<file path="config.mk">
export PLATFORM = sky130hd
export DESIGN_NAME = rtc_alarm_match
export DESIGN_NICKNAME = d
export VERILOG_FILES = /design/src/rtl/rtc_alarm_pkg.sv /design/src/rtl/rtc_alarm_regs.sv /design/src/rtl/rtc_alarm_cmp.sv /design/src/rtl/rtc_alarm_flag.sv /design/src/rtl/rtc_alarm_match.sv
export SDC_FILE = /design/constraint.sdc
export NUM_CORES = 1
export LEC_CHECK = 0
export BUFFER_PORTS_ARGS = -buffer_cell sky130_fd_sc_hd__buf_2
export CAP_MARGIN = 20
export CORE_ASPECT_RATIO = 1.1
export CORE_MARGIN = 2
export CORE_UTILIZATION = 49
export CTS_CLUSTER_DIAMETER = 100
export CTS_CLUSTER_SIZE = 14
export DETAILED_ROUTE_END_ITERATION = 7
export GPL_TIMING_DRIVEN = 0
export MAX_ROUTING_LAYER = met4
export PLACE_DENSITY = 0.76
export SYNTH_ARGS = -nofsm -noshare
export SYNTH_HDL_FRONTEND = slang
export SYNTH_SLANG_ARGS = --single-unit
export TNS_END_PERCENT = 50
</file>
<file path="constraint.sdc">
create_clock -name clk -period 1.51 [get_ports clk]
set_clock_uncertainty 0.2 [all_clocks]
set_input_delay 0.151 -clock clk [delete_from_list [all_inputs] [get_ports clk]]
set_output_delay 0.151 -clock clk [all_outputs]
set_load 0.02 [all_outputs]
</file>
<file path="src/rtl/rtc_alarm_pkg.sv">
package rtc_alarm_pkg;
    localparam int STATUS_ADDR = 10;
    localparam int CFG_ADDR    = 11;
    localparam int ALARM_BASE  = 12;
    localparam int ALM_BIT     = 0;
    localparam int ARST_BIT    = 7;
endpackage

</file>
<file path="src/rtl/rtc_alarm_regs.sv">
module rtc_alarm_regs
    import rtc_alarm_pkg::*;
#(
    parameter int NUM_FIELDS = 6,
    parameter int FIELD_W    = 8,
    parameter int ADDR_W     = 5
) (
    input  logic                          clk,
    input  logic                          rst_n,
    input  logic                          wr_en,
    input  logic [ADDR_W-1:0]             wr_addr,
    input  logic [FIELD_W-1:0]            wr_data,
    output logic [NUM_FIELDS*FIELD_W-1:0] alarm_flat,
    output logic                          auto_clr
);
    typedef struct packed {
        logic [NUM_FIELDS-1:0][FIELD_W-1:0] alarm;
        logic                               arst;
    } regs_t;

    regs_t st_d, st_q;

    always_comb begin
        st_d = st_q;
        if (wr_en) begin
            if (wr_addr == ADDR_W'(CFG_ADDR)) begin
                st_d.arst = wr_data[ARST_BIT];
            end
            for (int i = 0; i < NUM_FIELDS; i++) begin
                if (wr_addr == ADDR_W'(ALARM_BASE + i)) begin
                    st_d.alarm[i] = wr_data;
                end
            end
        end
    end

    always_ff @(posedge clk or negedge rst_n) begin
        if (!rst_n) begin
            st_q <= '0;
        end else begin
            st_q <= st_d;
        end
    end

    assign alarm_flat = st_q.alarm;
    assign auto_clr   = st_q.arst;
endmodule

</file>
<file path="src/rtl/rtc_alarm_cmp.sv">
module rtc_alarm_cmp #(
    parameter int NUM_FIELDS = 6,
    parameter int FIELD_W    = 8
) (
    input  logic [NUM_FIELDS*FIELD_W-1:0]     alarm_flat,
    input  logic [NUM_FIELDS*(FIELD_W-1)-1:0] cur_time,
    output logic                              hit
);
    localparam int VAL_W = FIELD_W - 1;

    logic [NUM_FIELDS-1:0] field_en;
    logic [NUM_FIELDS-1:0] field_ok;

    for (genvar g = 0; g < NUM_FIELDS; g++) begin : g_field
        logic [VAL_W-1:0] want;
        logic [VAL_W-1:0] have;
        assign want        = alarm_flat[g*FIELD_W +: VAL_W];
        assign have        = cur_time[g*VAL_W +: VAL_W];
        assign field_en[g] = alarm_flat[g*FIELD_W + VAL_W];
        assign field_ok[g] = !field_en[g] || (want == have);
    end

    assign hit = (|field_en) && (&field_ok);
endmodule

</file>
<file path="src/rtl/rtc_alarm_flag.sv">
module rtc_alarm_flag (
    input  logic clk,
    input  logic rst_n,
    input  logic tick,
    input  logic hit,
    input  logic clr_req,
    input  logic rd_status,
    input  logic auto_clr,
    output logic alm
);
    typedef struct packed {
        logic alm;
    } flag_t;

    flag_t st_d, st_q;

    always_comb begin
        st_d = st_q;
        if (clr_req || (rd_status && auto_clr)) begin
            st_d.alm = 1'b0;
        end
        if (tick && hit) begin
            st_d.alm = 1'b1;
        end
    end

    always_ff @(posedge clk or negedge rst_n) begin
        if (!rst_n) begin
            st_q <= '0;
        end else begin
            st_q <= st_d;
        end
    end

    assign alm = st_q.alm;
endmodule

</file>
<file path="src/rtl/rtc_alarm_match.sv">
module rtc_alarm_match
    import rtc_alarm_pkg::*;
#(
    parameter int NUM_FIELDS = 6,
    parameter int FIELD_W    = 8,
    parameter int ADDR_W     = 5
) (
    input  logic                              clk,
    input  logic                              rst_n,
    input  logic                              tick,
    input  logic [NUM_FIELDS*(FIELD_W-1)-1:0] cur_time,
    input  logic                              reg_wr,
    input  logic                              reg_rd,
    input  logic [ADDR_W-1:0]                 reg_addr,
    input  logic [FIELD_W-1:0]                reg_wdata,
    output logic [FIELD_W-1:0]                reg_rdata,
    output logic                              alarm_out
);
    typedef struct packed {
        logic [FIELD_W-1:0] rdata;
    } rd_t;

    logic [NUM_FIELDS*FIELD_W-1:0] alarm_flat;
    logic                          auto_clr;
    logic                          hit;
    logic                          alm_q;
    logic                          clr_req;
    logic                          rd_status;
    rd_t                           rd_d, rd_q;

    assign clr_req   = reg_wr && (reg_addr == ADDR_W'(STATUS_ADDR)) && !reg_wdata[ALM_BIT];
    assign rd_status = reg_rd && (reg_addr == ADDR_W'(STATUS_ADDR));

    rtc_alarm_regs #(
        .NUM_FIELDS(NUM_FIELDS),
        .FIELD_W   (FIELD_W),
        .ADDR_W    (ADDR_W)
    ) u_regs (
        .clk       (clk),
        .rst_n     (rst_n),
        .wr_en     (reg_wr),
        .wr_addr   (reg_addr),
        .wr_data   (reg_wdata),
        .alarm_flat(alarm_flat),
        .auto_clr  (auto_clr)
    );

    rtc_alarm_cmp #(
        .NUM_FIELDS(NUM_FIELDS),
        .FIELD_W   (FIELD_W)
    ) u_cmp (
        .alarm_flat(alarm_flat),
        .cur_time  (cur_time),
        .hit       (hit)
    );

    rtc_alarm_flag u_flag (
        .clk      (clk),
        .rst_n    (rst_n),
        .tick     (tick),
        .hit      (hit),
        .clr_req  (clr_req),
        .rd_status(rd_status),
        .auto_clr (auto_clr),
        .alm      (alm_q)
    );

    always_comb begin
        rd_d = rd_q;
        if (reg_rd) begin
            rd_d.rdata = '0;
            if (reg_addr == ADDR_W'(STATUS_ADDR)) begin
                rd_d.rdata[ALM_BIT] = alm_q;
            end
            if (reg_addr == ADDR_W'(CFG_ADDR)) begin
                rd_d.rdata[ARST_BIT] = auto_clr;
            end
            for (int i = 0; i < NUM_FIELDS; i++) begin
                if (reg_addr == ADDR_W'(ALARM_BASE + i)) begin
                    rd_d.rdata = alarm_flat[i*FIELD_W +: FIELD_W];
                end
            end
        end
    end

    always_ff @(posedge clk or negedge rst_n) begin
        if (!rst_n) begin
            rd_q <= '0;
        end else begin
            rd_q <= rd_d;
        end
    end

    assign reg_rdata = rd_q.rdata;
    assign alarm_out = alm_q;
endmodule

</file>
# Word level (Yosys, flattened, before mapping)
# Cells that the tools add are included.
totals:
  output_inout_bits: 9
  in_bits: 60
  ff_bits: 58
classes:
  n_mux: 10
  n_eq_ne: 14
  reduce_logical: 30
ops:
  columns: ["operator", "n"]
  rows:
  - ["8-bit 2-to-1 mux", 6]
  - ["7-bit == test", 6]
  - ["5-bit by 4-bit == test with 1-bit output (second input constant)", 6]
  - ["2-bit AND reduction", 7]
  - ["5-bit == test (second input constant)", 2]
  - ["1-bit zero test", 7]
  - ["1-bit logical OR", 7]
  - ["1-bit logical AND", 6]
  - ["6-bit AND reduction", 1]
  - ["6-bit OR reduction", 1]
  - ["1-bit 2-to-1 mux", 4]
  - ["2-bit nonzero test", 1]

# Logic depth before layout (Yosys ltp)
# Gate-level depths: netlist (run 1).
logic_depth:
  ltp_word: 8
  ltp_mapped: 7
  mapped_depth_nobuf: 5

# By module
# A second synthesis (run 1) with hierarchy kept.
unflattened:
  hier_cells: 271
  area_unflattened_um2: 3250.6
modules_own_cells:
  columns: ["module", "cells_per_inst", "area_per_inst_um2", "n_inst", "seq_area_each_um2"]
  rows:
  - ["rtc_alarm_regs", 111, 1911.8, 1, 1226.2]
  - ["rtc_alarm_match", 96, 803.3, 1, 200.2]
  - ["rtc_alarm_cmp", 60, 493.0, 1, 0.0]
  - ["rtc_alarm_flag", 4, 42.5, 1, 25.0]

# Worst setup path before layout (run 1)
# No wires, ideal clock.
synth_timing:
  kind: "reg2reg"
  from: "register u_regs.st_q (netlist bit u_regs.alarm_flat[7])"
  to: "register u_flag.st_q, in the netlist u_flag.alm"
  stages_incl_launch_ff: 6
  period_less_slack_ps: 1559
  setup_ps: 129
  arrival_ps: 1230
  t_required_ps: 1181
  slack_ps: -49
  cell_sequence: "dfrtp_1 -> or4_1 -> o21ai_0 -> o31ai_1 -> nand3_1 -> o21ai_0"
synth_between:
  elab_chain_cells: 6
synth_rtl:
  columns: ["element", "line", "source"]
  rows:
  - ["from (decl)", "rtc_alarm_regs.sv:21", "regs_t st_d, st_q;"]
  - ["from (signal assigned)", "rtc_alarm_regs.sv:41", "st_q <= st_d;"]
  - ["1-bit zero test", "rtc_alarm_cmp.sv:20", "assign field_ok[g] = !field_en[g] || (want == have);"]
  - ["1-bit logical OR", "rtc_alarm_cmp.sv:20", null]
  - ["6-bit AND reduction", "rtc_alarm_cmp.sv:23", "assign hit = (|field_en) && (&field_ok);"]
  - ["1-bit logical AND *", "rtc_alarm_cmp.sv:23", null]
  - ["1-bit logical AND *", "rtc_alarm_flag.sv:22", "if (tick && hit) begin"]
  - ["1-bit 2-to-1 mux or 2-bit nonzero test (tied branches)", null, null]
  - ["to (signal assigned)", "rtc_alarm_flag.sv:31", "st_q <= st_d;"]
  - ["to (decl)", "rtc_alarm_flag.sv:15", "flag_t st_d, st_q;"]
# Every way passes the cells marked *; elsewhere a longest branch is shown, timed or not.
# A chain may end at the register's enable or synchronous reset.

# Final worst setup path (run 1)
layout_timing:
  from: "register u_regs.st_q (netlist bit u_regs.alarm_flat[10])"
  to: "register rd_q (netlist bit reg_rdata[2])"
layout_between:
  elab_chain_cells: 5
layout_rtl:
  columns: ["element", "line", "source"]
  rows:
  - ["8-bit 2-to-1 mux (5 in series)", "rtc_alarm_match.sv:79", "if (reg_addr == ADDR_W'(ALARM_BASE + i)) begin"]
  - ["to (signal assigned)", "rtc_alarm_match.sv:90", "rd_q <= rd_d;"]
  - ["to (decl)", "rtc_alarm_match.sv:29", "rd_t rd_d, rd_q;"]
# No other way between the ends.

==> impl_metrics.py, run 1 <==
metrics = {
    "global_routing": {
        "use_met2": 0.414,
        "met3_usage": 0.0381,
        "grt_first_pass_wirelength_um": 12800,
        "grt_max_degree": 31,
        "grt_pass1_vias": 2516,
        "met1_usage": 0.310,
        "busiest_layer": "met2",
        "grt-ovfl-total": 0,
        "grt_use_total": 0.254,
        "antenna_found_initial": 0,
    },
    "worst_setup_path": {
        "critPathLaunch": "u_regs.alarm_flat[10]",
        "cpLargestDelayFamily": "compound AO/OA/AOI/OAI gates",
        "cp_slowest_cell": "dfrtp_1",
        "r2r_slack_ns": -0.18,
        "rr_endpoint": "reg_rdata[2]",
        "endpoint_kind": "flip-flop",
        "cp-start-kind": "flip-flop",
        "path_class": "flip-flop to flip-flop",
        "crit-reg2reg-launch": "u_regs.alarm_flat[10]",
        "cp.depth": 5,
        "critPathBufInv": 0,
        "endpoint": "reg_rdata[2]",
        "path_cells": "mux2i_1 > o2bb2ai_1 > a222oi_1 > a21oi_1 > mux2_4",
        "crit_fanout": 3,
        "worstPathArrival_ns": 1.71,
        "worstPathRequired_ns": 1.53,
        "r2r_cells": 5,
        "critical_path.max_stage_delay_ns": 0.40,
    },
    "detailed_routing": {
        "wl_per_cell_um": 18.1,
        "drtIter0Drc": 251,
        "drtPass1Iterations": 5,
        "drc": 0,
        "vias_per_cell": 5.62,
        "vias": 2503,
        "wirelength_um": 8070,
        "ant_nets": 0,
    },
    "synthesis": {
        "ys_seq_area_frac": 0.460,
        "synthArstFlopShare": 1.00,
        "synth.yosys.warnings": 0,
        "netlist.area_leader.share": 0.460,
        "synth_edf_count": 0,
        "yosys.area.top_type": "dfrtp_1",
        "synthTopCellsByArea": "dfrtp_1, mux2_2, xnor2_1",
        "netlist_instances": 266,
        "synth.avg_cell_area_sq_um": 11.9,
        "netlist_area_sq_um": 3160,
        "synthesis.nets": 326,
        "ys_seq_elements": 58,
        "synthTopCellsByCount": "dfrtp_1, mux2_2, xnor2_1, xor2_1, nor2_1",
        "synthDistinctLibCells": 41,
        "synth_top_flop_cell": "dfrtp_1",
        "yosysMostFrequentCell": "dfrtp_1",
    },
    "clocking": {
        "root_buffer": "clkbuf_8",
        "cts_sinks": 58,
        "htree_levels": 3,
        "insertion_delay_ns": 0.34,
        "numCtsBuffers": 9,
        "cts_tree": "built",
        "clock_path_buffers": 2,
        "clkTransAtPathRegs_ns": 0.06,
    },
    "job": {
        "cap_violations": 0,
    },
    "die": {
        "die_h_um": 88.2,
        "ios": 69,
        "num_rows": 30,
        "start_util": 0.509,
        "dieArea_sq_um": 7100,
        "core_sq_um": 6190,
        "die_width_um": 80.5,
    },
    "timing": {
        "finalMaxSlewViolations": 0,
        "fin_ws_ns": -0.178,
        "worstMarginPinSlew_ns": 0.668,
        "hold_ws_ns": 0.0749,
        "rsz0062_at_grt": "true",
        "period_needed_ns": 1.69,
        "hold_violations": 0,
        "timing.final.crit_share": 1.12,
        "slew_headroom": 0.555,
        "setup_violations": 5,
        "fmax_mhz": 592,
    },
    "layout": {
        "area_growth_pct": 27.5,
        "layout-drive-gt1-share": 0.438,
        "fillers": 508,
        "antenna_cells": 0,
        "nets": 421,
    },
    "power_and_ir_drop": {
        "clkPwrFrac": 0.303,
        "internal-power_uw": 3230,
        "p_leak_uw": 0.00186,
        "power.switching_uw": 1330,
        "p_sw_frac": 0.291,
        "powerDensity_nw_per_um2": 1130,
        "peakVddDrop_mv": 0.619,
        "combPwrFrac": 0.236,
        "seq_power_share": 0.461,
    },
    "place": {
        "portBuffers": 65,
        "pre_cts_ws_ns": -0.409,
        "hpwl_um": 5990,
        "place_congestion": 0.817,
    },
    "worst_hold_path": {
        "min_path_type": "primary input to flip-flop",
    },
    "run_status": {
        "violations": "negative setup slack",
        "outcome": "complete, but fails checks",
    },
}
## cells in the final DEF (no fill, tap or decap), types with 5 or more instances in the layout
master	synthesis	routed
buf_2	4	68
dfrtp_1	58	58
mux2_2	50	49
xnor2_1	27	25
xor2_1	15	15
nor2_1	11	11
clkbuf_8	0	10
dlygate4sd3_1	0	10
buf_4	1	9
mux2i_1	8	8
a21oi_1	8	8
nand4_1	8	8
inv_1	6	6
nand2_1	6	6
o21ai_0	8	6
clkbuf_1	4	5
## registers in the layout, indices dropped and copies added (netlist names)
register,flops
u_regs.alarm_flat,48
reg_rdata,8
u_flag.alm,1
u_regs.auto_clr,1
## what timing repair did
| action | CTS | global route |
|---|---|---|
| hold endpoints to repair | 78 | 0 |
| endpoints found under the setup margin | 13 | 22 |
| resized for setup | 6 | 3 |
| setup buffers | 4 | 4 |
| pin swaps | 9 | 5 |
| hold buffers | 10 | 0 |
## power by group through the flow
stage               Clock [uW]  Combinational (uW)  Sequential (uW)
floorplan                    0                 629             2080
global placement             0                 912             2110
detailed placement           0                 945             2120
CTS                       1400                1040             2090
global route              1460                1170             2140
finish                    1380                1070             2100
## worst min-delay path by stage
stage	from	to	slack [ns]	cells past startpoint
finish	reg_wr	u_regs.auto_clr	0.07	3
CTS	reg_wr	u_regs.auto_clr	0.06	3
detailed placement	rst_n	u_regs.alarm_flat[10]	0.02	1
floorplan	rst_n	reg_rdata[0]	-0.34	0
global route	reg_rd	reg_rdata[2]	0.1	2
global placement	tick	u_flag.alm	0.25	3
## area by class of cell
class / count / area (sq um) / area share
timing repair buffer: 84 / 518 / 0.129
clock buffer: 12 / 145 / 0.0361
buffer: 13 / 98.8 / 0.0246
multi-input combinational: 189 / 1650 / 0.410
sequential: 58 / 1450 / 0.361
inverter: 6 / 22.5 / 0.00560
clock inverter: 3 / 40.0 / 0.00995
tap: 80 / 100 / 0.0249
## metrics by stage
step	TNS [ns]	instance area (sq um)	power [uW]	std cells	utilization
after floorplan	-0.0786	3170	2700	266	-
after global placement	-12.62	3590	3020	411	0.580
after detailed placement	-13.51	3610	3060	412	0.583
after CTS	-0.742	3960	4530	441	0.640
after global routing	-0.934	4020	4770	445	0.650
final	-0.635	4020	4550	445	0.650
## per-layer routing
metal,part of all wire,wire length (um)
met1,0.42,3360
met3,0.041,330
met5,0,0
met4,0.027,219
met2,0.52,4160
## worst register-to-register path, stage by stage (launching register included)
cell and delay, ns:
dfrtp_1 0.40, mux2i_1 0.19, o2bb2ai_1 0.11, a222oi_1 0.31, a21oi_1 0.11, mux2_4 0.27
## logic make-up (layout without fill, tap and decap cells)
| family | count (synthesis) | count (layout) | share of synthesized area |
|---|---|---|---|
| XOR/XNOR | 42 | 42 | 0.117 |
| multiplexers | 60 | 60 | 0.211 |
| AND/OR/NAND/NOR | 44 | 44 | 0.0797 |
| buffers and inverters | 19 | 118 | 0.0349 |
| AO/OA/AOI/OAI | 43 | 43 | 0.0979 |
| flip-flops | 58 | 58 | 0.460 |
Note: power is estimated with default switching activity, not from simulation.
==> inputs of run 2 (changes only) <==
--- a/config.mk
+++ b/config.mk
@@ -14,7 +14,6 @@
 export CTS_CLUSTER_SIZE = 14
 export DETAILED_ROUTE_END_ITERATION = 7
 export GPL_TIMING_DRIVEN = 0
-export MAX_ROUTING_LAYER = met4
 export PLACE_DENSITY = 0.76
 export SYNTH_ARGS = -nofsm -noshare
 export SYNTH_HDL_FRONTEND = slang
==> run 2 against run 1 <==
Net effect: non-clock buffer count is the same; worst setup slack got worse by 0.0019 ns; the run still ends with negative setup slack left; wire length about the same; count of clock-buffer cells in the layout unchanged.
==> impl_metrics.py, run 2 (synthesis results as in run 1) <==
metrics = {
    "run_status": {
        "outcome": "complete, but fails checks",
        "violations": "negative setup slack",
    },
    "place": {
        "pre_cts_ws_ns": -0.409,
        "hpwl_um": 5990,
        "place_inst": 412,
        "placed_cell_area_sq_um": 3610,
        "place_congestion": 0.806,
        "portBuffers": 65,
    },
    "die": {
        "num_rows": 30,
        "start_util": 0.509,
        "dieArea_sq_um": 7100,
        "core_sq_um": 6190,
        "ios": 69,
        "die_width_um": 80.5,
        "die_h_um": 88.2,
    },
    "detailed_routing": {
        "vias": 2500,
        "wirelength_um": 8070,
        "vias_per_cell": 5.62,
        "drc": 0,
        "drtPass1Iterations": 4,
        "wl_per_cell_um": 18.1,
        "drtIter0Drc": 206,
        "ant_nets": 0,
    },
    "layout": {
        "final_cell_mix": "buf_2, dfrtp_1, mux2_2",
        "layout_commonest_cell": "buf_2",
        "nets": 421,
        "design_area_sq_um": 4020,
        "area_growth_pct": 27.5,
        "largest_register_ffs": 48,
        "finalNonFillerCells": 445,
        "antenna_cells": 0,
        "layout-drive-gt1-share": 0.438,
    },
    "clocking": {
        "htree_levels": 3,
        "clkTransAtPathRegs_ns": 0.06,
        "cts_sinks": 58,
        "clock_path_buffers": 2,
        "root_buffer": "clkbuf_8",
        "insertion_delay_ns": 0.34,
        "numCtsBuffers": 9,
        "cts_tree": "built",
    },
    "worst_setup_path": {
        "path_cells": "mux2i_1 > o2bb2ai_1 > a222oi_1 > a21oi_1 > mux2_4",
        "worstPathArrival_ns": 1.71,
        "critPathLaunch": "u_regs.alarm_flat[10]",
        "worstPathRequired_ns": 1.53,
        "cp-start-kind": "flip-flop",
        "cp_slowest_cell": "dfrtp_1",
        "crit_fanout": 3,
        "endpoint": "reg_rdata[2]",
        "critical_path.max_stage_delay_ns": 0.40,
        "path_class": "flip-flop to flip-flop",
        "endpoint_kind": "flip-flop",
        "rr_endpoint": "reg_rdata[2]",
        "r2r_cells": 5,
        "r2r_slack_ns": -0.18,
        "crit-reg2reg-launch": "u_regs.alarm_flat[10]",
    },
    "timing": {
        "slew_headroom": 0.552,
        "finalMaxSlewViolations": 0,
        "fin_ws_ns": -0.180,
        "hold_violations": 0,
        "rsz0062_at_grt": "true",
        "setup_violations": 5,
        "fmax_mhz": 592,
        "period_needed_ns": 1.69,
        "timing.final.crit_share": 1.12,
        "worstMarginPinSlew_ns": 0.672,
        "hold_ws_ns": 0.0669,
    },
    "power_and_ir_drop": {
        "combPwrFrac": 0.236,
        "peakVddDrop_mv": 0.620,
        "clkPwrFrac": 0.303,
        "seq_power_share": 0.461,
        "p_leak_uw": 0.00186,
        "p_sw_frac": 0.291,
        "power.switching_uw": 1330,
        "powerDensity_nw_per_um2": 1130,
        "internal-power_uw": 3230,
    },
    "global_routing": {
        "grt_pass1_vias": 2517,
        "grt_first_pass_wirelength_um": 12800,
        "grt_use_total": 0.246,
        "grt-ovfl-total": 0,
        "antenna_found_initial": 0,
        "grt_max_degree": 31,
    },
    "worst_hold_path": {
        "min_path_type": "primary input to flip-flop",
    },
    "job": {
        "cap_violations": 0,
    },
}
==> run 2: cell counts in the layout (fill, tap and decap cells not counted) <==
No cell type changed its count.
==> run 2: final cells by class <==
type,count,area (sq um)
fillers,508,2170
multi-input cells,189,1650
flip-flops and latches,58,1450
repair buffers,84,518
clock buffers,12,145
well taps,80,100
plain buffers,13,98.8
clock inverters,3,40.0
inverters,6,22.5
==> run 2: worst min-delay path by stage <==
stage               slack (ns)    from  cells after the start                     to
finish                    0.07  reg_wr                      3        u_regs.auto_clr
global route               0.1  reg_rd                      2           reg_rdata[2]
CTS                       0.06  reg_wr                      3        u_regs.auto_clr
detailed placement        0.02   rst_n                      1  u_regs.alarm_flat[10]
global placement          0.25    tick                      3             u_flag.alm
floorplan                -0.34   rst_n                      0           reg_rdata[0]
==> run 2: what timing repair did <==
item,4_1_cts,5_1_grt
pin swaps,9,5
buffers inserted,4,4
endpoints found under the setup margin,13,22
hold endpoints to repair,78,0
hold buffers,10,0
resized for setup,6,3
==> run 2: power groups by stage <==
stage	Sequential [uW]	Clock, uW	Combinational (uW)
6_report	2100	1380	1070
3_3_place_gp	2110	0	912
5_1_grt	2140	1460	1170
2_1_floorplan	2080	0	629
3_5_place_dp	2120	0	945
4_1_cts	2090	1400	1040
==> run 2: metal layers <==
metal	vias to the layer above	track usage	share of wire
met5	-	0	0
met4	0	0.122	0.024
met3	13	0.0392	0.039
met2	68	0.415	0.52
met1	1256	0.309	0.42
li1	1163	-	-
==> run 2: worst max-delay path, delay by kind of cell (launching register included) <==
| family | cells | cell delay [ns] |
|---|---|---|
| compound gates | 3 | 0.52 |
| mux | 2 | 0.46 |
| flops | 1 | 0.40 |
==> run 2: per-stage QoR <==
stage	total power (uW)	utilization	TNS, ns
2_1_floorplan	2700	-	-0.0786
3_3_place_gp	3020	0.580	-12.62
3_5_place_dp	3060	0.583	-13.51
4_1_cts	4530	0.640	-0.742
5_1_grt	4770	0.650	-0.941
6_report	4550	0.650	-0.645
==> inputs of run 3 (changes only) <==
--- a/config.mk
+++ b/config.mk
@@ -13,7 +13,6 @@
 export CTS_CLUSTER_DIAMETER = 100
 export CTS_CLUSTER_SIZE = 14
 export DETAILED_ROUTE_END_ITERATION = 7
-export GPL_TIMING_DRIVEN = 0
 export PLACE_DENSITY = 0.76
 export SYNTH_ARGS = -nofsm -noshare
 export SYNTH_HDL_FRONTEND = slang
==> run 3 against run 2 <==
Net effect: the run still ends with negative setup slack left; sequential power hardly changed; register-to-register slack got worse by 0.03 ns; first-iteration DRC count is 13% lower; power grew 2.8%; flip-flop and latch count stayed put.
==> impl_metrics.py, run 3 (synthesis results as in run 1) <==
metrics = {
    "run_status": {
        "outcome": "complete, but fails checks",
        "violations": "negative setup slack",
    },
    "worst_setup_path": {
        "path_class": "flip-flop to flip-flop",
        "cp_slowest_cell": "dfrtp_1",
        "crit_fanout": 2,
        "critPathBufInv": 0,
        "worstPathRequired_ns": 1.57,
        "crit-reg2reg-launch": "u_regs.alarm_flat[24]",
        "crit_top_cell": "nand4_1",
        "cp-start-kind": "flip-flop",
        "cpLargestDelayFamily": "compound AO/OA/AOI/OAI gates",
        "path_cells": "xnor2_2 > nand4_1 > o41ai_2 > nand4_1 > o21ai_1",
        "critPathLaunch": "u_regs.alarm_flat[24]",
        "critical_path.max_stage_delay_ns": 0.41,
        "rr_endpoint": "u_flag.alm",
        "r2r_cells": 5,
        "cp.depth": 5,
        "r2r_slack_ns": -0.22,
        "endpoint": "u_flag.alm",
        "endpoint_kind": "flip-flop",
        "worstPathArrival_ns": 1.78,
    },
    "place": {
        "place_congestion": 0.853,
        "place_inst": 451,
        "portBuffers": 68,
        "hpwl_um": 6440,
        "placed_cell_area_sq_um": 3910,
    },
    "timing": {
        "hold_ws_ns": 0.0309,
        "fin_ws_ns": -0.215,
        "period_needed_ns": 1.73,
        "setup_violations": 5,
        "rsz0062_at_grt": "true",
        "hold_violations": 0,
        "slew_headroom": 0.716,
        "worstMarginPinSlew_ns": 0.426,
        "fmax_mhz": 580,
        "timing.final.crit_share": 1.14,
        "finalMaxSlewViolations": 0,
    },
    "power_and_ir_drop": {
        "powerDensity_nw_per_um2": 1100,
        "peakVddDrop_mv": 0.721,
        "total_power_uw": 4680,
        "p_leak_uw": 0.00202,
    },
    "clocking": {
        "htree_levels": 3,
        "insertion_delay_ns": 0.33,
        "numCtsBuffers": 9,
        "clkTransAtPathRegs_ns": 0.07,
        "cts_tree": "built",
        "root_buffer": "clkbuf_8",
        "cts_sinks": 58,
        "clock_path_buffers": 2,
    },
    "detailed_routing": {
        "drtIter0Drc": 180,
        "wirelength_um": 8480,
        "vias_per_cell": 5.43,
        "drtPass1Iterations": 5,
        "vias": 2584,
        "ant_nets": 0,
        "drc": 0,
        "wl_per_cell_um": 17.8,
    },
    "die": {
        "die_h_um": 88.2,
        "dieArea_sq_um": 7100,
        "start_util": 0.509,
        "num_rows": 30,
        "die_width_um": 80.5,
        "ios": 69,
        "core_sq_um": 6190,
    },
    "global_routing": {
        "use_met2": 0.449,
        "grt_max_degree": 59,
        "met1_usage": 0.329,
        "met3_usage": 0.0278,
        "grt-ovfl-total": 0,
        "busiest_layer": "met2",
        "antenna_found_initial": 0,
        "grt_pass1_vias": 2717,
        "grt_use_total": 0.258,
        "grt_first_pass_wirelength_um": 13500,
    },
    "worst_hold_path": {
        "min_path_type": "primary input to flip-flop",
    },
    "layout": {
        "area_growth_pct": 34.6,
        "nets": 451,
        "layout_commonest_cell": "buf_2",
        "seq_area_sq_um": 1450,
        "layout-drive-gt1-share": 0.497,
        "multi_input_area_sq_um": 1660,
        "finalNonFillerCells": 476,
        "largest_register_ffs": 48,
        "antenna_cells": 0,
        "design_area_sq_um": 4250,
        "final_cell_mix": "buf_2, dfrtp_1, mux2_2",
        "fillers": 482,
    },
    "job": {
        "cap_violations": 0,
    },
}
## run 3: changes by cell type in the layout (fill, tap and decap cells not counted), moves of 2 or more
cell	previous run	this run
mux2_2	49	47
clkbuf_1	5	0
a221oi_1	2	0
buf_8	2	0
mux2_4	1	3
a221oi_2	0	2
a21oi_1	8	6
clkinv_2	2	4
buf_4	9	46
a21oi_2	0	2
## run 3: area by class of cell
class                           count  area share
Multi-Input combinational cell    189       0.390
Clock inverter                      5     0.00678
Timing Repair Buffer              127       0.197
Clock buffer                       11      0.0357
Inverter                            6     0.00530
Sequential cell                    58       0.342
Tap cell                           80      0.0236
## run 3: repair_timing
action,in CTS,in global routing
resized for setup,3,10
hold buffers,10,0
hold endpoints to repair,108,0
pin swaps,2,8
buffers inserted,0,0
setup endpoints to repair,7,25
## run 3: layer usage
metal / up-vias / share of wire
met3: 12 / 0.049
met2: 80 / 0.52
met1: 1271 / 0.42
met4: 0 / 0.017
met5: - / 0
li1: 1221 / -
## run 3: report_power, final
group / internal (uW) / leakage, uW / switching, uW
Clock: 676 / 0.0000988 / 633
Sequential: 1830 / 0.000743 / 238
Combinational: 750 / 0.00118 / 547
## run 3: worst register-to-register path, delay by kind of cell, from the launching register on
family | cells | cell delay [ns]
AOI/OAI and AO/OA | 2 | 0.51
and+or+nand+nor | 2 | 0.36
DFF | 1 | 0.41
xor gates and xnor gates | 1 | 0.17
## run 3: worst min path at each step
stage / depth (start not counted) / startpoint / slack [ns] / to
3_5_place_dp: 2 / rst_n / -0.02 / u_regs.alarm_flat[9]
6_report: 2 / reg_rd / 0.03 / reg_rdata[7]
2_1_floorplan: 0 / rst_n / -0.34 / reg_rdata[0]
5_1_grt: 2 / reg_rd / 0.03 / reg_rdata[7]
3_3_place_gp: 2 / rst_n / -0.03 / u_regs.alarm_flat[3]
4_1_cts: 2 / reg_rd / 0.001 / reg_rdata[7]
## run 3: per-stage QoR
| step | worst slack [ns] | util | TNS, ns |
|---|---|---|---|
| floorplan | -0.0461 | - | -0.0786 |
| global placement | -0.306 | 0.631 | -10.25 |
| detailed placement | -0.346 | 0.631 | -11.67 |
| CTS | -0.235 | 0.679 | -0.634 |
| global route | -0.309 | 0.686 | -1.03 |
| finish | -0.215 | 0.686 | -0.587 |
